[src/rtl/mdio_pkg.sv]
// Package: shared widths, frame codes and sequencer states for the
// management-bus master. Assumes the standard 5-bit PHY and register
// fields and 16-bit data words.
package mdio_pkg;
    localparam int PHY_AW  = 5;
    localparam int REG_AW  = 5;
    localparam int DATA_W  = 16;
    localparam int ADDR_W  = REG_AW + DATA_W;
    localparam int NPHY    = 1 << PHY_AW;
    localparam int HDR_LEN = 2 + 2 + PHY_AW + REG_AW;

    localparam logic [1:0] SOF_C22   = 2'b01;
    localparam logic [1:0] SOF_C45   = 2'b00;
    localparam logic [1:0] OP45_ADDR = 2'b00;
    localparam logic [1:0] OP45_RD   = 2'b11;
    localparam logic [1:0] OP45_WR   = 2'b01;
    localparam logic [1:0] TA_DRIVE  = 2'b10;

    typedef enum logic [3:0] {
        ST_IDLE, ST_PRE, ST_HDR, ST_TAW, ST_WDAT,
        ST_TAR, ST_RDAT, ST_FLUSH, ST_TAIL
    } mdio_state_e;
endpackage

[src/rtl/mdio_bit_clock.sv]
// Bit clock: while run is high, produces MDC as HALF_CYC low cycles
// followed by SAMPLE_CYC high cycles, and flags the last high cycle
// (bit_end) where input is captured and the next output bit is loaded.
// Assumes HALF_CYC >= 1 and SAMPLE_CYC >= 1.
module mdio_bit_clock #(
    parameter int HALF_CYC   = 25,
    parameter int SAMPLE_CYC = 35
) (
    input  logic clk,
    input  logic rst_n,
    input  logic run,
    output logic mdc,
    output logic bit_end
);
    localparam int MAXC = (HALF_CYC > SAMPLE_CYC) ? HALF_CYC : SAMPLE_CYC;
    localparam int CW   = (MAXC < 2) ? 1 : $clog2(MAXC);
    localparam logic [CW-1:0] LO_LAST = CW'(HALF_CYC - 1);
    localparam logic [CW-1:0] HI_LAST = CW'(SAMPLE_CYC - 1);

    logic          phase_hi;
    logic [CW-1:0] cnt;

    // Phase counter: alternate low and high phases, parked low when stopped.
    always_ff @(posedge clk) begin
        if (!rst_n || !run) begin
            phase_hi <= 1'b0;
            cnt      <= '0;
        end else if (!phase_hi) begin
            if (cnt == LO_LAST) begin
                phase_hi <= 1'b1;
                cnt      <= '0;
            end else begin
                cnt <= cnt + 1'b1;
            end
        end else begin
            if (cnt == HI_LAST) begin
                phase_hi <= 1'b0;
                cnt      <= '0;
            end else begin
                cnt <= cnt + 1'b1;
            end
        end
    end

    assign mdc     = phase_hi;
    assign bit_end = run && phase_hi && (cnt == HI_LAST);
endmodule

[src/rtl/mdio_opcode_sel.sv]
// Opcode selector: picks the start code and opcode for the frame being
// built from the access kind and the latched Clause 22 opcode.
// Purely combinational.
module mdio_opcode_sel
    import mdio_pkg::*;
(
    input  logic       c45,
    input  logic       write,
    input  logic       addr_phase,
    input  logic [1:0] c22_op,
    output logic [1:0] sof,
    output logic [1:0] op
);
    // Code select: Clause 45 codes are fixed, Clause 22 uses the latched one.
    always_comb begin
        if (c45) begin
            sof = SOF_C45;
            if (addr_phase)  op = OP45_ADDR;
            else if (write)  op = OP45_WR;
            else             op = OP45_RD;
        end else begin
            sof = SOF_C22;
            op  = c22_op;
        end
    end
endmodule

[src/rtl/mdio_frame_fsm.sv]
// Frame sequencer: accepts a request, then walks preamble, header,
// turnaround and data phases one bit per bit_end strobe. Output bits
// come from the MSB of a shift register; read bits are shifted in on
// bit_end. Assumes bit_end is at most one cycle wide and ta_ignore_mask
// is quasi-static.
module mdio_frame_fsm
    import mdio_pkg::*;
#(
    parameter int PRE_LEN   = 32,
    parameter int FLUSH_LEN = 32
) (
    input  logic              clk,
    input  logic              rst_n,
    input  logic              req_valid,
    input  logic              req_write,
    input  logic              req_c45,
    input  logic [PHY_AW-1:0] req_phy,
    input  logic [ADDR_W-1:0] req_addr,
    input  logic [DATA_W-1:0] req_wdata,
    input  logic [1:0]        cfg_c22_rd_op,
    input  logic [1:0]        cfg_c22_wr_op,
    input  logic [NPHY-1:0]   ta_ignore_mask,
    input  logic              bit_end,
    input  logic              mdio_i,
    output logic              busy,
    output logic              done,
    output logic [DATA_W-1:0] rd_data,
    output logic              rd_err,
    output logic              mdio_o,
    output logic              mdio_oe
);
    localparam int SH_W  = (DATA_W > HDR_LEN) ? DATA_W : HDR_LEN;
    localparam int CMAX0 = (PRE_LEN > FLUSH_LEN) ? PRE_LEN : FLUSH_LEN;
    localparam int CMAX  = (CMAX0 > SH_W) ? CMAX0 : SH_W;
    localparam int CNT_W = $clog2(CMAX);
    localparam logic [CNT_W-1:0] PRE_LAST   = CNT_W'(PRE_LEN - 1);
    localparam logic [CNT_W-1:0] FLUSH_LAST = CNT_W'(FLUSH_LEN - 1);
    localparam logic [CNT_W-1:0] HDR_LAST   = CNT_W'(HDR_LEN - 1);
    localparam logic [CNT_W-1:0] DATA_LAST  = CNT_W'(DATA_W - 1);
    localparam logic [CNT_W-1:0] TA_LAST    = CNT_W'(1);

    mdio_state_e       state;
    logic [CNT_W-1:0]  bcnt;
    logic [SH_W-1:0]   sh;
    logic [DATA_W-1:0] rsh;
    logic              wr_q, c45_q, addr_ph;
    logic [PHY_AW-1:0] phy_q;
    logic [REG_AW-1:0] dev_q;
    logic [DATA_W-1:0] reg_q, wdata_q;
    logic [1:0]        c22_op_q;
    logic [1:0]        sof, op;
    logic [HDR_LEN-1:0] hdr_bits;

    mdio_opcode_sel u_sel (
        .c45        (c45_q),
        .write      (wr_q),
        .addr_phase (addr_ph),
        .c22_op     (c22_op_q),
        .sof        (sof),
        .op         (op)
    );

    assign hdr_bits = {sof, op, phy_q, dev_q};
    assign busy     = (state != ST_IDLE);
    assign mdio_o   = sh[SH_W-1];
    assign mdio_oe  = (state == ST_PRE) || (state == ST_HDR) ||
                      (state == ST_TAW) || (state == ST_WDAT);

    // Sequencer: request capture, per-bit phase stepping and completion.
    always_ff @(posedge clk) begin
        if (!rst_n) begin
            state    <= ST_IDLE;
            bcnt     <= '0;
            sh       <= '0;
            rsh      <= '0;
            rd_data  <= '0;
            rd_err   <= 1'b0;
            done     <= 1'b0;
            wr_q     <= 1'b0;
            c45_q    <= 1'b0;
            addr_ph  <= 1'b0;
            phy_q    <= '0;
            dev_q    <= '0;
            reg_q    <= '0;
            wdata_q  <= '0;
            c22_op_q <= '0;
        end else begin
            done <= 1'b0;
            if (state == ST_IDLE) begin
                if (req_valid) begin
                    wr_q     <= req_write;
                    c45_q    <= req_c45;
                    addr_ph  <= req_c45;
                    phy_q    <= req_phy;
                    dev_q    <= req_c45 ? req_addr[ADDR_W-1:DATA_W]
                                        : req_addr[REG_AW-1:0];
                    reg_q    <= req_addr[DATA_W-1:0];
                    wdata_q  <= req_wdata;
                    c22_op_q <= req_write ? cfg_c22_wr_op : cfg_c22_rd_op;
                    state    <= ST_PRE;
                    bcnt     <= '0;
                    sh       <= '1;
                end
            end else if (bit_end) begin
                case (state)
                    ST_PRE: begin
                        if (bcnt == PRE_LAST) begin
                            state <= ST_HDR;
                            bcnt  <= '0;
                            sh    <= SH_W'(hdr_bits) << (SH_W - HDR_LEN);
                        end else begin
                            bcnt <= bcnt + 1'b1;
                        end
                    end
                    ST_HDR: begin
                        if (bcnt == HDR_LAST) begin
                            bcnt <= '0;
                            if (addr_ph || wr_q) begin
                                state <= ST_TAW;
                                sh    <= SH_W'(TA_DRIVE) << (SH_W - 2);
                            end else begin
                                state <= ST_TAR;
                            end
                        end else begin
                            bcnt <= bcnt + 1'b1;
                            sh   <= sh << 1;
                        end
                    end
                    ST_TAW: begin
                        if (bcnt == TA_LAST) begin
                            state <= ST_WDAT;
                            bcnt  <= '0;
                            sh    <= SH_W'(addr_ph ? reg_q : wdata_q) << (SH_W - DATA_W);
                        end else begin
                            bcnt <= bcnt + 1'b1;
                            sh   <= sh << 1;
                        end
                    end
                    ST_WDAT: begin
                        if (bcnt == DATA_LAST) begin
                            state <= ST_TAIL;
                            bcnt  <= '0;
                        end else begin
                            bcnt <= bcnt + 1'b1;
                            sh   <= sh << 1;
                        end
                    end
                    ST_TAR: begin
                        bcnt <= '0;
                        if (mdio_i && !ta_ignore_mask[phy_q]) state <= ST_FLUSH;
                        else                                  state <= ST_RDAT;
                    end
                    ST_RDAT: begin
                        rsh <= {rsh[DATA_W-2:0], mdio_i};
                        if (bcnt == DATA_LAST) begin
                            state <= ST_TAIL;
                            bcnt  <= '0;
                        end else begin
                            bcnt <= bcnt + 1'b1;
                        end
                    end
                    ST_FLUSH: begin
                        if (bcnt == FLUSH_LAST) begin
                            state   <= ST_IDLE;
                            done    <= 1'b1;
                            rd_data <= '1;
                            rd_err  <= 1'b1;
                        end else begin
                            bcnt <= bcnt + 1'b1;
                        end
                    end
                    ST_TAIL: begin
                        if (addr_ph) begin
                            addr_ph <= 1'b0;
                            state   <= ST_PRE;
                            bcnt    <= '0;
                            sh      <= '1;
                        end else begin
                            state  <= ST_IDLE;
                            done   <= 1'b1;
                            rd_err <= 1'b0;
                            if (!wr_q) rd_data <= rsh;
                        end
                    end
                    default: state <= ST_IDLE;
                endcase
            end
        end
    end
endmodule

[src/rtl/mdio_master.sv]
// Management-bus master top: joins the bit clock and the frame
// sequencer. The clock runs only while a transfer is in progress, so
// MDC rests low between requests. The external tri-state buffer is
// built from mdio_o and mdio_oe outside this block.
module mdio_master
    import mdio_pkg::*;
#(
    parameter int HALF_CYC   = 25,
    parameter int SAMPLE_CYC = 35,
    parameter int PRE_LEN    = 32,
    parameter int FLUSH_LEN  = 32
) (
    input  logic              clk,
    input  logic              rst_n,
    input  logic              req_valid,
    input  logic              req_write,
    input  logic              req_c45,
    input  logic [PHY_AW-1:0] req_phy,
    input  logic [ADDR_W-1:0] req_addr,
    input  logic [DATA_W-1:0] req_wdata,
    input  logic [1:0]        cfg_c22_rd_op,
    input  logic [1:0]        cfg_c22_wr_op,
    input  logic [NPHY-1:0]   ta_ignore_mask,
    output logic              busy,
    output logic              done,
    output logic [DATA_W-1:0] rd_data,
    output logic              rd_err,
    output logic              mdc,
    output logic              mdio_o,
    output logic              mdio_oe,
    input  logic              mdio_i
);
    logic bit_end;

    mdio_bit_clock #(
        .HALF_CYC   (HALF_CYC),
        .SAMPLE_CYC (SAMPLE_CYC)
    ) u_clk (
        .clk     (clk),
        .rst_n   (rst_n),
        .run     (busy),
        .mdc     (mdc),
        .bit_end (bit_end)
    );

    mdio_frame_fsm #(
        .PRE_LEN   (PRE_LEN),
        .FLUSH_LEN (FLUSH_LEN)
    ) u_fsm (
        .clk            (clk),
        .rst_n          (rst_n),
        .req_valid      (req_valid),
        .req_write      (req_write),
        .req_c45        (req_c45),
        .req_phy        (req_phy),
        .req_addr       (req_addr),
        .req_wdata      (req_wdata),
        .cfg_c22_rd_op  (cfg_c22_rd_op),
        .cfg_c22_wr_op  (cfg_c22_wr_op),
        .ta_ignore_mask (ta_ignore_mask),
        .bit_end        (bit_end),
        .mdio_i         (mdio_i),
        .busy           (busy),
        .done           (done),
        .rd_data        (rd_data),
        .rd_err         (rd_err),
        .mdio_o         (mdio_o),
        .mdio_oe        (mdio_oe)
    );
endmodule

[config.mk]
export PLATFORM = sky130hd
export DESIGN_NAME = mdio_master
export DESIGN_NICKNAME = d
export VERILOG_FILES = /design/src/rtl/mdio_pkg.sv /design/src/rtl/mdio_bit_clock.sv /design/src/rtl/mdio_opcode_sel.sv /design/src/rtl/mdio_frame_fsm.sv /design/src/rtl/mdio_master.sv
export SDC_FILE = /design/constraint.sdc
export NUM_CORES = 1
export LEC_CHECK = 0
export ABC_AREA = 1
export BUFFER_PORTS_ARGS = -buffer_cell sky130_fd_sc_hd__buf_2
export CAP_MARGIN = 20
export CORE_ASPECT_RATIO = 1.2
export CORE_MARGIN = 3
export CORE_UTILIZATION = 40
export CTS_BUF_LIST = sky130_fd_sc_hd__clkbuf_2 sky130_fd_sc_hd__clkbuf_4 sky130_fd_sc_hd__clkbuf_8
export CTS_CLUSTER_DIAMETER = 120
export DETAILED_ROUTE_END_ITERATION = 8
export GPL_ROUTABILITY_DRIVEN = 1
export PLACE_DENSITY = 0.59
export REMOVE_ABC_BUFFERS = 1
export SLEW_MARGIN = 20
export SYNTH_ARGS = -nofsm -noshare
export SYNTH_HDL_FRONTEND = slang
export SYNTH_SLANG_ARGS = --single-unit
[constraint.sdc]
create_clock -name clk -period 3.6 [get_ports clk]
set_input_delay 0.36 -clock clk [delete_from_list [all_inputs] [get_ports clk]]
set_output_delay 0.36 -clock clk [all_outputs]
set_load 0.1 [all_outputs]
# After elaboration in Yosys (flattened, before gate mapping)
# Index checks and enable logic that the tools add are counted.
[word_totals]
inputBits = 84
word_cells = 139
regBits = 113
out_inout_bits = 22
[op_classes]
n_reduce_logical = 28
bitwise = 3
magnitude_cmp = 1
n_eq_ne = 27
muxes = 61
add_sub_neg = 2
[op_table]
columns = ["cell", "count"]
rows = [
  ["$mux 16", 13],
  ["$pmux 16 s5", 1],
  ["$mux 5", 10],
  ["$pmux 5 s7", 1],
  ["$mux 4", 8],
  ["$pmux 16 s2", 1],
  ["$pmux 4 s7", 1],
  ["$mux 6", 3],
  ["$eq 4x3->1 const B", 4],
  ["$mux 1", 15],
  ["$reduce_and 7->1", 2],
  ["$ne 3x3->1 const B", 4],
  ["$eq 5x4->1 const B", 2],
  ["$reduce_and 5->1", 2],
  ["$ne 3x1->1 const B", 3],
  ["$eq 4x2->1 const B", 2],
  ["$mux 2", 4],
  ["$reduce_bool 8->1", 1],
  ["$add 6x1->6 const B", 1],
  ["$eq 6x5->1 const B", 1],
  ["$eq 6x6->1 const B", 1],
  ["$lt 5x6->1 const B", 1],
  ["$ne 2x2->1 const B", 3],
  ["$reduce_and 3->1", 2],
  ["23 further kinds", 36],
]

# Logic depth before layout (Yosys ltp)
[logic_depth]
depth_word = 8
depth_mapped = 15
depth_no_buf = 14

# Hierarchy
# A second synthesis with hierarchy kept.
[hier_totals]
hier_cells = 823
area_unflattened_um2 = 5567.8
[modules_own_cells]
columns = ["module", "cells_each", "n_inst", "area_each_um2"]
rows = [
  ["mdio_frame_fsm", 769, 1, 5148.7],
  ["mdio_bit_clock", 45, 1, 380.4],
  ["mdio_opcode_sel", 9, 1, 38.8],
]

# Worst setup path before layout
# Ideal clock, no wire load.
[synth_path]
kind = "register -> register"
start = "reg u_clk.phase_hi, in the netlist u_clk.mdc"
end = "reg u_fsm.sh[10]"
arrival_time_ns = 2.151
slack_ns = 1.327
synth_period_minus_slack_ns = 2.273
stages_incl_launch_ff = 11
path_cell_list = "dfxtp_1 -> inv_1 -> nor2_2 -> nand2_1 -> nand2_2 -> nand2_2 -> nor2_4 -> nand2_2 -> inv_4 -> buf_12 -> a21oi_2"
[synth_via]
elab_chain_len = 4
[synth_rtl]
columns = ["item", "line", "text"]
rows = [
  ["start: declaration", "mdio_bit_clock.sv:20", "logic phase_hi;"],
  ["start signal: assignment", "mdio_bit_clock.sv:26", "phase_hi <= 1'b0;"],
  ["start signal: assignment", "mdio_bit_clock.sv:30", "phase_hi <= 1'b1;"],
  ["start signal: assignment", "mdio_bit_clock.sv:37", "phase_hi <= 1'b0;"],
  ["$logic_and 1x1->1 (2 in a row)", "mdio_bit_clock.sv:46", "assign bit_end = run && phase_hi && (cnt == HI_LAST);"],
  ["$reduce_bool 2->1 (no source line)", "--", ""],
  ["$reduce_and 7->1 (no source line)", "--", ""],
  ["end signal: assignment", "mdio_frame_fsm.sv:110", "sh <= SH_W'(hdr_bits) << (SH_W - HDR_LEN);"],
  ["end signal: assignment", "mdio_frame_fsm.sv:120", "sh <= SH_W'(TA_DRIVE) << (SH_W - 2);"],
  ["end signal: assignment", "mdio_frame_fsm.sv:126", "sh <= sh << 1;"],
  ["end: declaration", "mdio_frame_fsm.sv:44", "logic [SH_W-1:0] sh;"],
]
# No other way between the ends.
# A chain may end at the register's enable or synchronous reset.

# Worst setup path after layout
[layout_path]
start = "reg u_fsm.state[3]"
end = "reg u_fsm.sh[3]"
[layout_via]
elab_chain_len = 5
[layout_rtl]
columns = ["item", "line", "text"]
rows = [
  ["start: declaration", "mdio_frame_fsm.sv:42", "mdio_state_e state;"],
  ["start signal: assignment", "mdio_frame_fsm.sv:72", "state <= ST_IDLE;"],
  ["start signal: assignment", "mdio_frame_fsm.sv:100", "state <= ST_PRE;"],
  ["start signal: assignment", "mdio_frame_fsm.sv:108", "state <= ST_HDR;"],
  ["branches (longest 5 deep; another with $pmux 16 s5)", "--", ""],
]
# Parallel ways; which one is timed is not known. The select of a mux whose other input is x is not followed.

==> metrics.md <==
| Metric | Value |
|---|---|
| Gate power share | 0.349 |
| Clock network fraction of design power | 0.277 |
| Clock skew | 0.00949 ns |
| Initial antenna violation count | 0 |
| Worst Path Buf+Inv | 2 |
| DR pass1 iterations | 5 |
| Pint | 2.73 mW |
| Worst-Skew Late Latency | 0.44 ns |
| Power per standard cell area | 725 nW/um2 |
| Sink Count | 113 |
| R2R depth | 10 |
| Slew headroom | 0.369 |
| Routability cong. | 0.878 |
| Die Wd | 113 um |
| Clk Tree Root Cell | clkbuf_8 |
| Placed insts | 1011 |
| Setup ws final | 1.24 ns |
| Grt ovf | 0 |
| Flop pwr share | 0.374 |
| Area delta synth->final | 18.2% |
| Largest net degree at the start of global routing | 61 |
| Max cap viols | 0 |
| Ports | 106 |
| Post-CTS sizing | 0 |
| DRT iter0 DRCs | 345 |
| Global Route Usage Sum | 0.186 |
| Met3 WL post-DR | 929 um |
| Crit-path slowest cell | dfxtp_1 |
| Peak Freq | 423 MHz |
| Post-synth top area cell | dfxtp_1 |
| Setup bufs post-CTS | 0 |
| Number of global-route vias before repair | 4942 |
| CTS tree | yes |
| CTS max path bufs | 2 |
| Cell with the most instances after synthesis | nand2_1 |
| Async S/R FF share, synth | 0 |
| Syn. warnings | 0 |
| Die height | 134 um |
| Top_reg_cell synth | dfxtp_1 |
| Register area share after synthesis | 0.414 |
| Crit path DAT | 2.68 ns |
| CTS Buf Count | 17 |
| Worst min path class | primary input to flop |
| Htree depth | 4 |
| Fraction of layout cells with a size suffix above 1 | 0.209 |
| CP Capture Type | flop |
| Synth top cells by count | nand2_1 (166), dfxtp_1 (113), o21ai_0 (96) |
| Status | complete, no violations |
| Worst-path fanout max | 60 |
| PortBufs | 105 |
| Placement Setup Slack | 1.23 ns |
| Average wire per cell in the routed design | 13.3 um |
| Peak VDD IR | 0.301 mV |
| Tcrit/Tclk final | 0.656 |
| Finished Layout Cells | 1043 |
| Core Area | 13300 um2 |
| First-pass GRT wire length | 23100 um |
| Initial Utilization | 0.411 |
| Crit path kind | flop to flop |
| Synth Cell Area | 5470 um2 |
| Die area | 15100 um2 |
| DRC | 0 |
| Post-CTS Hold Fix Bufs | 0 |
| Slew Limit Fails | 0 |
| Cell variety after synth | 42 |
| CP max stage delay | 0.36 ns |
| Number of synthesized register bits | 113 |
| Highest metal layer with signal wires | met4 |
| Crit path max-delay family | simple AND/OR/NAND/NOR gates |
| Final setup viols | 0 |
| Startpoint Class | flop |
| Hold Path Depth | 3 |
| Fin crit period | 2.36 ns |
| Syn Inst Count | 775 |
| Synth top area share | 0.414 |
| Top cells by area, synth | dfxtp_1 (41%), nand2_1 (11%), o21ai_0 (8.8%), a21oi_1 (8.0%), inv_1 (6.2%) |
| Dpl hpwl | 9750 um |
| Remaining antenna violation count | 0 |
| Via-to-Cell Ratio | 5.05 |
| Sw Ratio | 0.417 |
| CP cell instances | nor2_2, nand2_2, inv_2, nand2_4, nand2_2, nand2_2, nor2_4, nand2_2, inv_4, a21oi_1 |
| Diodes inserted | 0 |
| Syn Area/Cell | 7.06 um2 |
| Met2 routed WL | 6340 um |
| Wl on met1 | 6290 um |
| Tot Pwr | 4.68 mW |
| Cell mode on critical path | nand2_2 |
| Post-synth EDFFs | 0 |
| Post-layout util | 0.486 |
| RSZ-0062 raised after global routing | false |
| # rows | 46 |
| Final hold vios | 0 |
| Worst Path Required | 3.92 ns |
| Nets@finish | 954 |
| Slew @ Worst Pin | 0.943 ns |
| Routed via count | 5262 |
| CP Depth | 10 |
| P_sw | 1.95 mW |
| Routed WL | 13900 um |
| Setup TNS | 0 ns |
| Static Leakage | 2.87 nW |
| Clock slew at reported path FFs | 0.08 ns |
## power by group through the flow
| stage | Combinational [mW] | Sequential, mW | Clock [mW] |
|---|---|---|---|
| after floorplan | 1.18 | 1.77 | 0 |
| after global placement | 1.60 | 1.77 | 0 |
| after detailed placement | 1.63 | 1.78 | 0 |
| after CTS | 1.64 | 1.75 | 1.33 |
| after global routing | 1.85 | 1.79 | 1.39 |
| final | 1.63 | 1.75 | 1.30 |
## stage by stage
stage / cell area (um2) / hold WS [ns]
after global routing: 6460 / 0.143
after CTS: 6460 / 0.133
final: 6460 / 0.160
after floorplan: 5250 / 0.424
after global placement: 6030 / 0.434
after detailed placement: 6030 / 0.438
## cell type report
cell class              count  area [um2]
clock inverters            15         195
repair buffers            111         571
well taps                 168         210
multi-input cells         520        2620
fillers                  1373        6830
flip-flops and latches    113        2260
clock buffers              17         234
inverters                  99         374
## cell families after synthesis
group	synth area share
mux	0.00732
compound gates	0.231
buf+inv	0.108
flops	0.414
xor+xnor	0.00641
simple gates	0.216
fa+ha+maj	0.0183
## layout by cell type, fill, tap and decap left out, types with 2 or more instances in the layout
cell type  synthesis  routed
buf_2             10     105
nand2_4            2       2
buf_4              1       6
o21ai_0           96      96
nand4_1            2       2
nor2_2             4       4
xor2_1             3       3
nand3_1           45      45
inv_8              0       2
ha_1               8       8
o22ai_1            3       3
a21oi_1           87      87
o211ai_1           3       3
nor2_1            30      30
mux2i_1            4       4
bufinv_16          0       3
a31oi_1           16      16
nor2_4             3       3
a21oi_2           10      10
dfxtp_1          113     113
nor3_1             2       2
nand2_2            9       9
clkinv_4           0       2
o21ai_1           15      15
clkbuf_8           0      17
inv_1             91      91
nand2_1          166     166
inv_2              6       6
inv_6              0       6
## sequential cells by signal (all words and copies together), names as in the netlist
register and cells:
u_fsm.phy_q 5, u_fsm.sh 16, u_fsm.addr_ph 1, u_fsm.state 4, u_fsm.done 1, u_fsm.c22_op_q 2
u_fsm.c45_q 1, u_clk.cnt 6, u_fsm.bcnt 5, u_fsm.rsh 16, u_fsm.rd_data 16, u_fsm.rd_err 1
u_fsm.wdata_q 16, u_fsm.wr_q 1, u_fsm.reg_q 16, u_clk.mdc 1, u_fsm.dev_q 5
## worst paths after layout
kind	start	endpoint	slack, ns
setup / recovery	u_fsm.state[3]	u_fsm.sh[3]	1.24
hold / removal	req_addr[14]	u_fsm.reg_q[14]	0.16
setup reg to reg	u_fsm.state[3]	u_fsm.sh[3]	1.24
hold reg to reg	u_fsm.wdata_q[13]	u_fsm.wdata_q[13]	0.45
## worst register-to-register path: stages (launching register included)
cell     delay, ns
dfxtp_1       0.36
nor2_2        0.25
nand2_2       0.15
inv_2         0.12
nand2_4       0.32
nand2_2       0.25
nand2_2       0.08
nor2_4        0.28
nand2_2       0.14
inv_4         0.21
a21oi_1       0.10
## per-layer routing
| layer | up-vias | GRT usage |
|---|---|---|
| met2 | 172 | 0.300 |
| met3 | 25 | 0.0514 |
| met5 | - | 0 |
| met4 | 0 | 0.0635 |
| met1 | 2347 | 0.239 |
| li1 | 2718 | - |
No activity file was read; power rests on OpenSTA's default activity.
